<file path="src/rtl/icu_pkg.sv">
package icu_pkg;
    localparam int BYTE_W = 8;

    typedef enum logic [1:0] {
        SEL_LO   = 2'd0,
        SEL_HI   = 2'd1,
        SEL_FLAG = 2'd2,
        SEL_NONE = 2'd3
    } reg_sel_e;

    typedef struct packed {
        logic     wr;
        logic     rd;
        reg_sel_e sel;
        logic [BYTE_W-1:0] data;
    } bus_req_t;

    typedef struct packed {
        logic src_cmp;
        logic rise;
        logic filt_en;
    } trig_cfg_t;

    function automatic logic edge_hit(input logic now_lvl, input logic old_lvl,
                                      input logic want_rise);
        return (now_lvl != old_lvl) && (now_lvl == want_rise);
    endfunction
endpackage

</file>
<file path="src/rtl/icu_trig_cond.sv">
module icu_trig_cond
    import icu_pkg::*;
#(
    parameter int SYNC_STAGES = 2,
    parameter int NC_LEN      = 4
) (
    input  logic      clk,
    input  logic      rst,
    input  logic      pin_raw,
    input  logic      cmp_raw,
    input  trig_cfg_t cfg,
    output logic      lvl_out
);
    localparam int NC_W = $clog2(NC_LEN + 1);

    logic              trig_raw;
    logic [SYNC_STAGES-1:0] sync_q;
    logic              sync_lvl;
    logic              filt_q;
    logic [NC_W-1:0]   run_q;

    assign trig_raw = cfg.src_cmp ? cmp_raw : pin_raw;

    generate
        for (genvar i = 0; i < SYNC_STAGES; i++) begin : g_sync
            if (i == 0) begin : g_first
                always_ff @(posedge clk) begin
                    if (rst) sync_q[0] <= 1'b0;
                    else     sync_q[0] <= trig_raw;
                end
            end else begin : g_next
                always_ff @(posedge clk) begin
                    if (rst) sync_q[i] <= 1'b0;
                    else     sync_q[i] <= sync_q[i-1];
                end
            end
        end
    endgenerate

    assign sync_lvl = sync_q[SYNC_STAGES-1];

    always_ff @(posedge clk) begin
        if (rst) begin
            filt_q <= 1'b0;
            run_q  <= '0;
        end else if (!cfg.filt_en) begin
            filt_q <= sync_lvl;
            run_q  <= '0;
        end else if (sync_lvl == filt_q) begin
            run_q <= '0;
        end else if (run_q == NC_W'(NC_LEN - 1)) begin
            filt_q <= sync_lvl;
            run_q  <= '0;
        end else begin
            run_q <= run_q + 1'b1;
        end
    end

    assign lvl_out = filt_q;
endmodule

</file>
<file path="src/rtl/icu_edge_det.sv">
module icu_edge_det
    import icu_pkg::*;
(
    input  logic clk,
    input  logic rst,
    input  logic lvl,
    input  logic want_rise,
    output logic hit
);
    logic prev_q;

    always_ff @(posedge clk) begin
        if (rst) prev_q <= 1'b0;
        else     prev_q <= lvl;
    end

    assign hit = edge_hit(lvl, prev_q, want_rise);
endmodule

</file>
<file path="src/rtl/icu_regs.sv">
module icu_regs
    import icu_pkg::*;
#(
    parameter int BUS_W = 8
) (
    input  logic               clk,
    input  logic               rst,
    input  logic [2*BUS_W-1:0] cnt_in,
    input  logic               cap_stb,
    input  logic               top_mode,
    input  logic               irq_ack,
    input  logic               irq_en,
    input  bus_req_t           req,
    output logic [BUS_W-1:0]   rdata,
    output logic [2*BUS_W-1:0] cap_q,
    output logic [BUS_W-1:0]   temp_q,
    output logic               flag_q,
    output logic               irq
);
    logic flag_clr;

    assign flag_clr = irq_ack || (req.wr && req.sel == SEL_FLAG && req.data[0]);

    always_ff @(posedge clk) begin
        if (rst) begin
            cap_q  <= '0;
            temp_q <= '0;
            flag_q <= 1'b0;
        end else begin
            if (req.rd && req.sel == SEL_LO) temp_q <= cap_q[2*BUS_W-1:BUS_W];
            if (req.wr && req.sel == SEL_HI) temp_q <= req.data[BUS_W-1:0];

            if (cap_stb)
                cap_q <= cnt_in;
            else if (req.wr && req.sel == SEL_LO && top_mode)
                cap_q <= {temp_q, req.data[BUS_W-1:0]};

            if (cap_stb)       flag_q <= 1'b1;
            else if (flag_clr) flag_q <= 1'b0;
        end
    end

    assign irq = flag_q && irq_en;

    always_comb begin
        rdata = '0;
        if (req.rd) begin
            unique case (req.sel)
                SEL_LO:   rdata = cap_q[BUS_W-1:0];
                SEL_HI:   rdata = temp_q;
                SEL_FLAG: rdata = BUS_W'({irq, flag_q});
                default:  rdata = '0;
            endcase
        end
    end
endmodule

</file>
<file path="src/rtl/icu_top.sv">
module icu_top
    import icu_pkg::*;
#(
    parameter int SYNC_STAGES = 2,
    parameter int NC_LEN      = 4
) (
    input  logic        clk,
    input  logic        rst,
    input  logic [15:0] cnt_in,
    input  logic        cap_pin,
    input  logic        cmp_out,
    input  logic        cfg_src_cmp,
    input  logic        cfg_rise,
    input  logic        cfg_nc_en,
    input  logic        cfg_irq_en,
    input  logic        top_mode,
    input  logic        irq_ack,
    input  logic [1:0]  bus_addr,
    input  logic        bus_wr,
    input  logic        bus_rd,
    input  logic [7:0]  bus_wdata,
    output logic [7:0]  bus_rdata,
    output logic        irq
);
    localparam int BUS_W = BYTE_W;

    trig_cfg_t          cfg;
    bus_req_t           req;
    logic               trig_lvl;
    logic               cap_stb;
    logic [2*BUS_W-1:0] cap_q;
    logic [BUS_W-1:0]   temp_q;
    logic               flag_q;

    assign cfg = '{src_cmp: cfg_src_cmp, rise: cfg_rise, filt_en: cfg_nc_en};
    assign req = '{wr: bus_wr, rd: bus_rd, sel: reg_sel_e'(bus_addr), data: bus_wdata};

    icu_trig_cond #(.SYNC_STAGES(SYNC_STAGES), .NC_LEN(NC_LEN)) u_cond (
        .clk(clk), .rst(rst), .pin_raw(cap_pin), .cmp_raw(cmp_out),
        .cfg(cfg), .lvl_out(trig_lvl)
    );

    icu_edge_det u_edge (
        .clk(clk), .rst(rst), .lvl(trig_lvl), .want_rise(cfg.rise), .hit(cap_stb)
    );

    icu_regs #(.BUS_W(BUS_W)) u_regs (
        .clk(clk), .rst(rst), .cnt_in(cnt_in), .cap_stb(cap_stb),
        .top_mode(top_mode), .irq_ack(irq_ack), .irq_en(cfg_irq_en), .req(req),
        .rdata(bus_rdata), .cap_q(cap_q), .temp_q(temp_q), .flag_q(flag_q), .irq(irq)
    );
endmodule


</file>
<file path="config.mk">
export PLATFORM = sky130hd
export DESIGN_NAME = icu_top
export DESIGN_NICKNAME = d
export VERILOG_FILES = /design/src/rtl/icu_pkg.sv /design/src/rtl/icu_trig_cond.sv /design/src/rtl/icu_edge_det.sv /design/src/rtl/icu_regs.sv /design/src/rtl/icu_top.sv
export SDC_FILE = /design/constraint.sdc
export NUM_CORES = 1
export LEC_CHECK = 0
export ABC_CLOCK_PERIOD_IN_PS = 1700
export BUFFER_PORTS_ARGS = -buffer_cell sky130_fd_sc_hd__buf_2
export CORE_ASPECT_RATIO = 0.5
export CORE_MARGIN = 2
export CORE_UTILIZATION = 49
export CTS_BUF_LIST = sky130_fd_sc_hd__clkbuf_4
export DETAILED_ROUTE_END_ITERATION = 8
export PLACE_DENSITY_LB_ADDON = 0.2
export SETUP_SLACK_MARGIN = 0.2
export SLEW_MARGIN = 5
export SYNTH_ARGS = -nofsm -noshare
export SYNTH_HDL_FRONTEND = slang
export SYNTH_SLANG_ARGS = --single-unit
</file>
<file path="constraint.sdc">
create_clock -name clk -period 1.7 [get_ports clk]
set_clock_uncertainty 0.15 [all_clocks]
set_input_delay 0.34 -clock clk [delete_from_list [all_inputs] [get_ports clk]]
set_output_delay 0.34 -clock clk [all_outputs]
set_load 0.01 [all_outputs]
</file>
==> results.yml, run 1 <==
setup_path:
  crit_path_top_delay_cell: "dfxtp_2"
  crit_arrival_ps: 1130
  r2r-start: "u_cond.lvl_out"
  r2r_end: "u_regs.cap_q[4]"
  rrSetupSlack_ps: 230
  reg2reg_depth: 3
  worstSetupEndpointType: "primary output"
  worst-setup-path-type: "register to primary output"
  slowest_delay_ps: 340
  cp_top_family: "flip-flops"
  start_kind: "register"
  worst-path-buf-inv: 1
  path_depth: 4
  path_cells: "mux2i_1 -> o21ai_1 -> and2_1 -> buf_2"
  crit_fanout: 2
  worstPathRequired_ps: 1210
clock_network:
  numClockSinks: 32
  htreeDepth: 2
  clk-insertion-delay-late_ps: 330
  cts.clk_slew.worst_paths_ps: 110
  clockRootBuffer: "clkbuf_4"
  clk_path_buf_depth: 2
  cts_buffers: 5
  cts_tree: "done"
grt:
  grt_max_degree: 30
  antenna_found_initial: 0
  grt_pass1_wl_mm: 7.64
  gr-total-overflow: 0
  gr-usage-all-layers_pct: 25.9
  grt_pass1_vias: 1585
pwr:
  max-vdd-ir-drop_mv: 0.325
  p_leak_nw: 0.980
  p_total_mw: 1.67
  p_per_area_mw_per_mm2: 710
worst_hold_path:
  min_from: "cap_pin"
  holdPathStages: 3
  min_path_type: "input pin to register"
  worstHoldEndpoint: "u_cond.sync_q[0]"
drt:
  drt-initial-drc-count: 80
  ant_nets: 0
  routedWlPerCell_microns: 15.7
  drt_first_pass_iters: 4
  routed_wirelength_mm: 4.93
  routed_via_density: 5.54
  drc: 0
  num_vias: 1744
logic_synthesis:
  syn_nets: 244
  synth_xor_area_share_pct: 0.510
  synth_area_sq_mm: 0.00172
  synth.area.mux_share_pct: 7.07
  synth_top_family_by_area: "compound AO/OA/AOI/OAI gates"
  yosysSeqAreaShare_pct: 37.3
  synth_fa_ha_area_share_pct: 1.46
  synth_cell_types: 32
  synth-compound-area-share_pct: 27.1
  yosys_warnings: 0
  synth_simple_gate_area_share_pct: 19.1
  avgSynthCellArea_sq_um: 8.41
  synth.ff_latch_count: 32
  synth_cells: 204
placement:
  port_buffers: 46
  place_ws_ps: 37.8
  dpl-instance-area_sq_mm: 0.00203
  placed_cells: 295
  gp_congestion: 0.882
  dpl.hpwl_mm: 3.19
timing:
  maxSlewViolCount: 0
  layout_min_cycle_time_ps: 1620
  relSlewSlack_pct: 74.3
  rsz0062_at_grt: "true"
  setup_tns_ps: 0
  finalCritPeriodShare_pct: 95.2
  setup_violations: 0
  layout_setup_ws_ps: 81.5
  max_freq_mhz: 618
  worst_pin_slew_ps: 385
  hold_viol_final: 0
floorplanning:
  num_rows: 15
  dieWidth_microns: 87.7
  fp.dieArea_sq_mm: 0.00402
  core_sq_mm: 0.00340
  die_y_microns: 45.9
  io_pins: 47
  start_util_pct: 50.5
finish:
  antenna_cells: 0
  area_delta_synth_final_pct: 37.4
  multi_input_area_sq_mm: 0.00106
  drive_above_1_share_pct: 47.3
  final_cell_mix: "45 x buf_2, 33 x nand2_1, 19 x buf_4, 17 x a21oi_1, 17 x dfxtp_2"
  mostFrequentLayoutCell: "buf_2"
  n_fill_cell: 304
  fin_area_sq_mm: 0.00236
  finalNonFillerCells: 315
  fin_nets: 303
  final-seq-area_sq_um: 662
outcome:
  outcome: "complete, no violations"
job:
  cap_violations: 0
## cells by family (layout without fill, tap and decap cells)
kind of cell / count (synthesis) / after routing
compound gates: 60 / 60
simple gates: 69 / 71
mux: 12 / 12
xor+xnor: 1 / 1
fa+ha+maj: 2 / 2
flops: 32 / 32
buf+inv: 28 / 86
## sequential cells by signal (all words and copies together), names as in the netlist
signal,cells
u_cond.lvl_out,1
u_cond.run_q,3
u_cond.sync_lvl,1
u_cond.sync_q,1
u_edge.prev_q,1
u_regs.cap_q,16
u_regs.flag_q,1
u_regs.temp_q,8
## repair_timing
| action | 4_1_cts | 5_1_grt |
|---|---|---|
| setup endpoints to repair | 27 | 28 |
| buffers inserted | 5 | 4 |
| cloned | 3 | 0 |
| hold buffers | 0 | 0 |
| resized for setup | 33 | 13 |
| pin swaps | 5 | 7 |
## worst register-to-register path, cell delays in order (launching register included)
cell and delay [ps]:
dfxtp_2 360, or3b_4 430, and2_4 200, a311oi_1 250
## cell usage after synthesis, drive strengths merged
| library cell | instances | share of area (%) |
|---|---|---|
| nand3b | 2 | 0.87 |
| a21oi | 25 | 7.3 |
| o21ai | 6 | 1.7 |
| nand4bb | 1 | 0.66 |
| nand2 | 34 | 7.4 |
| a211oi | 6 | 2.6 |
| nor4bb | 1 | 0.58 |
| nand2b | 1 | 0.36 |
| o311ai | 1 | 0.51 |
| nand4b | 1 | 0.51 |
| a311oi | 16 | 11 |
| dfxtp | 32 | 37 |
| buf | 8 | 3.0 |
| and3b | 2 | 1.0 |
| a32o | 6 | 3.5 |
| clkbuf | 10 | 2.3 |
| or3 | 1 | 0.36 |
| nor2 | 17 | 3.7 |
| nor2b | 2 | 0.73 |
| mux2 | 1 | 0.66 |
| or3b | 1 | 0.51 |
| inv | 10 | 2.2 |
| ha | 2 | 1.5 |
| xnor2 | 1 | 0.51 |
| and2 | 4 | 1.6 |
| mux2i | 11 | 6.4 |
| and3 | 2 | 0.73 |
## where the power goes
part           internal, mW  switching, mW
sequential            0.785         0.0215
combinational         0.139          0.136
clock                 0.324          0.268
## layout make-up
class                      instances  share of cell area [%]
timing repair buffer              68                    19.2
tap                               51                    2.71
clock inverter                     2                    1.49
inverter                          10                    1.59
clock buffer                       6                    1.91
multi-input combinational        146                    45.1
sequential                        32                    28.1
## stage by stage
stage | util (%) | hold WS (ps)
final | 69.4 | 93.1
after CTS | 67.0 | 87.5
after global routing | 69.4 | 81.2
after global placement | 59.8 | 259
after floorplan | - | 249
after detailed placement | 59.8 | 268
## routing by layer
| metal | vias to the layer above | wire length, microns | track usage (%) |
|---|---|---|---|
| li1 | 853 | - | - |
| met1 | 812 | 2340 | 36.7 |
| met2 | 71 | 2090 | 37.6 |
| met3 | 8 | 462 | 7.79 |
| met4 | 0 | 43 | 8.31 |
| met5 | - | 0 | 0 |
## worst max-delay path by stage
stage / slack (ps) / start / to
after floorplan: 60 / u_cond.lvl_out / u_regs.cap_q[10]
after global placement: 30 / bus_addr[0] / u_regs.cap_q[12]
after detailed placement: 40 / bus_addr[1] / u_regs.cap_q[12]
after CTS: 60 / u_regs.temp_q[1] / bus_rdata[1]
after global routing: 0.5 / u_regs.cap_q[1] / bus_rdata[1]
final: 80 / u_regs.temp_q[1] / bus_rdata[1]
Power figures use the tool's default switching activity.
==> run 2: changes to the inputs <==
--- a/config.mk
+++ b/config.mk
@@ -8,7 +8,7 @@
 export ABC_CLOCK_PERIOD_IN_PS = 1700
 export BUFFER_PORTS_ARGS = -buffer_cell sky130_fd_sc_hd__buf_2
 export CORE_ASPECT_RATIO = 0.5
-export CORE_MARGIN = 2
+export CORE_MARGIN = 3
 export CORE_UTILIZATION = 49
 export CTS_BUF_LIST = sky130_fd_sc_hd__clkbuf_4
 export DETAILED_ROUTE_END_ITERATION = 8
==> results.yml, run 2 (synthesis gave the netlist of run 1 again) <==
outcome:
  outcome: "complete, no violations"
clock_network:
  clockRootBuffer: "clkbuf_4"
  clk-insertion-delay-late_ps: 330
  cts_tree: "done"
  cts.clk_slew.worst_paths_ps: 100
  cts_buffers: 5
  numClockSinks: 32
  hold_buffers: 0
  clk_path_buf_depth: 2
  htreeDepth: 2
finish:
  finalNonFillerCells: 313
  mostFrequentLayoutCell: "buf_2"
  fin_area_sq_mm: 0.00242
  area_delta_synth_final_pct: 40.8
  antenna_cells: 0
  top_regs: "u_regs.cap_q x16, u_regs.temp_q x8, u_cond.run_q x3"
  regMostFlops: "u_regs.cap_q"
  drive_above_1_share_pct: 50.9
  largest_reg_flops: 16
  utilization_pct: 76.2
  final_cell_mix: "45 x buf_2, 34 x nand2_1, 19 x buf_4"
  fin_nets: 304
worst_hold_path:
  min_from: "cap_pin"
  min_path_type: "input pin to register"
placement:
  dpl-instance-area_sq_mm: 0.00203
  place_ws_ps: 34.9
  dpl.hpwl_mm: 3.24
  gp_congestion: 0.792
  placed_cells: 292
  port_buffers: 46
pwr:
  max-vdd-ir-drop_mv: 0.377
  seq_power_share_pct: 53.4
  p_total_mw: 1.51
  p_int_mw: 1.07
  pwr-share-comb_pct: 18.4
  power_switching_uw: 439
  sw_frac_of_total_pct: 29.1
  p_per_area_mw_per_mm2: 624
  p_leak_nw: 0.977
  pwr-share-clk_pct: 28.3
setup_path:
  worst-setup-path-type: "register to primary output"
  crit_arrival_ps: 1140
  crit_path_top_delay_cell: "dfxtp_2"
  path_cells: "mux2i_1 -> o21ai_1 -> and2_1 -> buf_2"
  worstSetupEndpointType: "primary output"
  r2r-start: "u_cond.lvl_out"
  crit_start: "u_regs.temp_q[0]"
  crit_fanout: 2
  slowest_delay_ps: 340
  worstPathRequired_ps: 1210
  start_kind: "register"
timing:
  rsz0062_at_grt: "true"
  layout_setup_ws_ps: 68.1
  setup_tns_ps: 0
  hold_viol_final: 0
  maxSlewViolCount: 0
  finalCritPeriodShare_pct: 96.0
  worst_hold_slack_ps: 82.8
  setup_violations: 0
  worst_pin_slew_ps: 407
  layout_min_cycle_time_ps: 1630
  relSlewSlack_pct: 72.8
  max_freq_mhz: 613
drt:
  ant_nets: 0
  num_vias: 1776
  drt_first_pass_iters: 5
  routedWlPerCell_microns: 16.4
  drc: 0
  routed_wirelength_mm: 5.13
  drt-initial-drc-count: 177
  routed_via_density: 5.67
job:
  cap_violations: 0
grt:
  grt_pass1_vias: 1579
  grt_pass1_wl_mm: 7.69
  gr-usage-all-layers_pct: 23.0
  gr-total-overflow: 0
  antenna_found_initial: 0
  grt_max_degree: 30
floorplanning:
  die_y_microns: 47.9
  num_rows: 14
  fp.dieArea_sq_mm: 0.00429
  core_sq_mm: 0.00317
  dieWidth_microns: 89.7
  io_pins: 47
  start_util_pct: 54.1
-- run 2: changes by cell type in the layout (fill, tap and decap cells not counted), moves of 2 or more --
cell	before	now
a21oi_1	17	9
a311oi_1	6	0
a311oi_2	10	16
a21oi_2	8	13
a21oi_4	0	3
dfxtp_2	17	15
nor2_1	14	16
nor2_2	2	0
-- run 2: timing repair --
action,in CTS,in global routing
gates resized for setup,27,35
setup endpoints to repair,20,27
pin swaps,4,12
setup buffers,4,6
cloned,2,1
-- run 2: area by class of cell --
cell class | count | area, sq um
Clock inverter | 3 | 13.8
Sequential cell | 32 | 663
Inverter | 10 | 37.5
Fill cell | 240 | 753
Multi-Input combinational cell | 146 | 1150
Timing Repair Buffer | 69 | 459
Clock buffer | 5 | 37.5
Tap cell | 48 | 60.1
-- run 2: per-layer routing --
metal	track usage (%)	wire [microns]	up-vias
met3	7.06	521	7
li1	-	-	854
met5	0	0	-
met4	4.57	20	0
met2	39.1	2280	85
met1	30.2	2300	830
-- run 2: critical path, delay by kind of cell, from the launching register on --
kind	cells	cell delay [ps]
AOI/OAI and AO/OA	1	80
buffers and inverters	1	130
DFF	1	340
muxes	1	120
and+or+nand+nor	1	130
-- run 2: worst paths after layout --
check	endpoint	slack (ps)	cells after the start
setup reg to reg	u_regs.cap_q[15]	200	4
setup / recovery	bus_rdata[0]	70	4
hold / removal	u_cond.sync_q[0]	80	3
hold reg to reg	u_cond.run_q[0]	290	1
-- run 2: power by group through the flow --
stage	logic, mW	clock network, mW	registers [mW]
finish	0.278	0.427	0.805
global route	0.302	0.467	0.808
CTS	0.248	0.427	0.805
detailed placement	0.227	0	0.820
global placement	0.221	0	0.821
floorplan	0.143	0	0.812
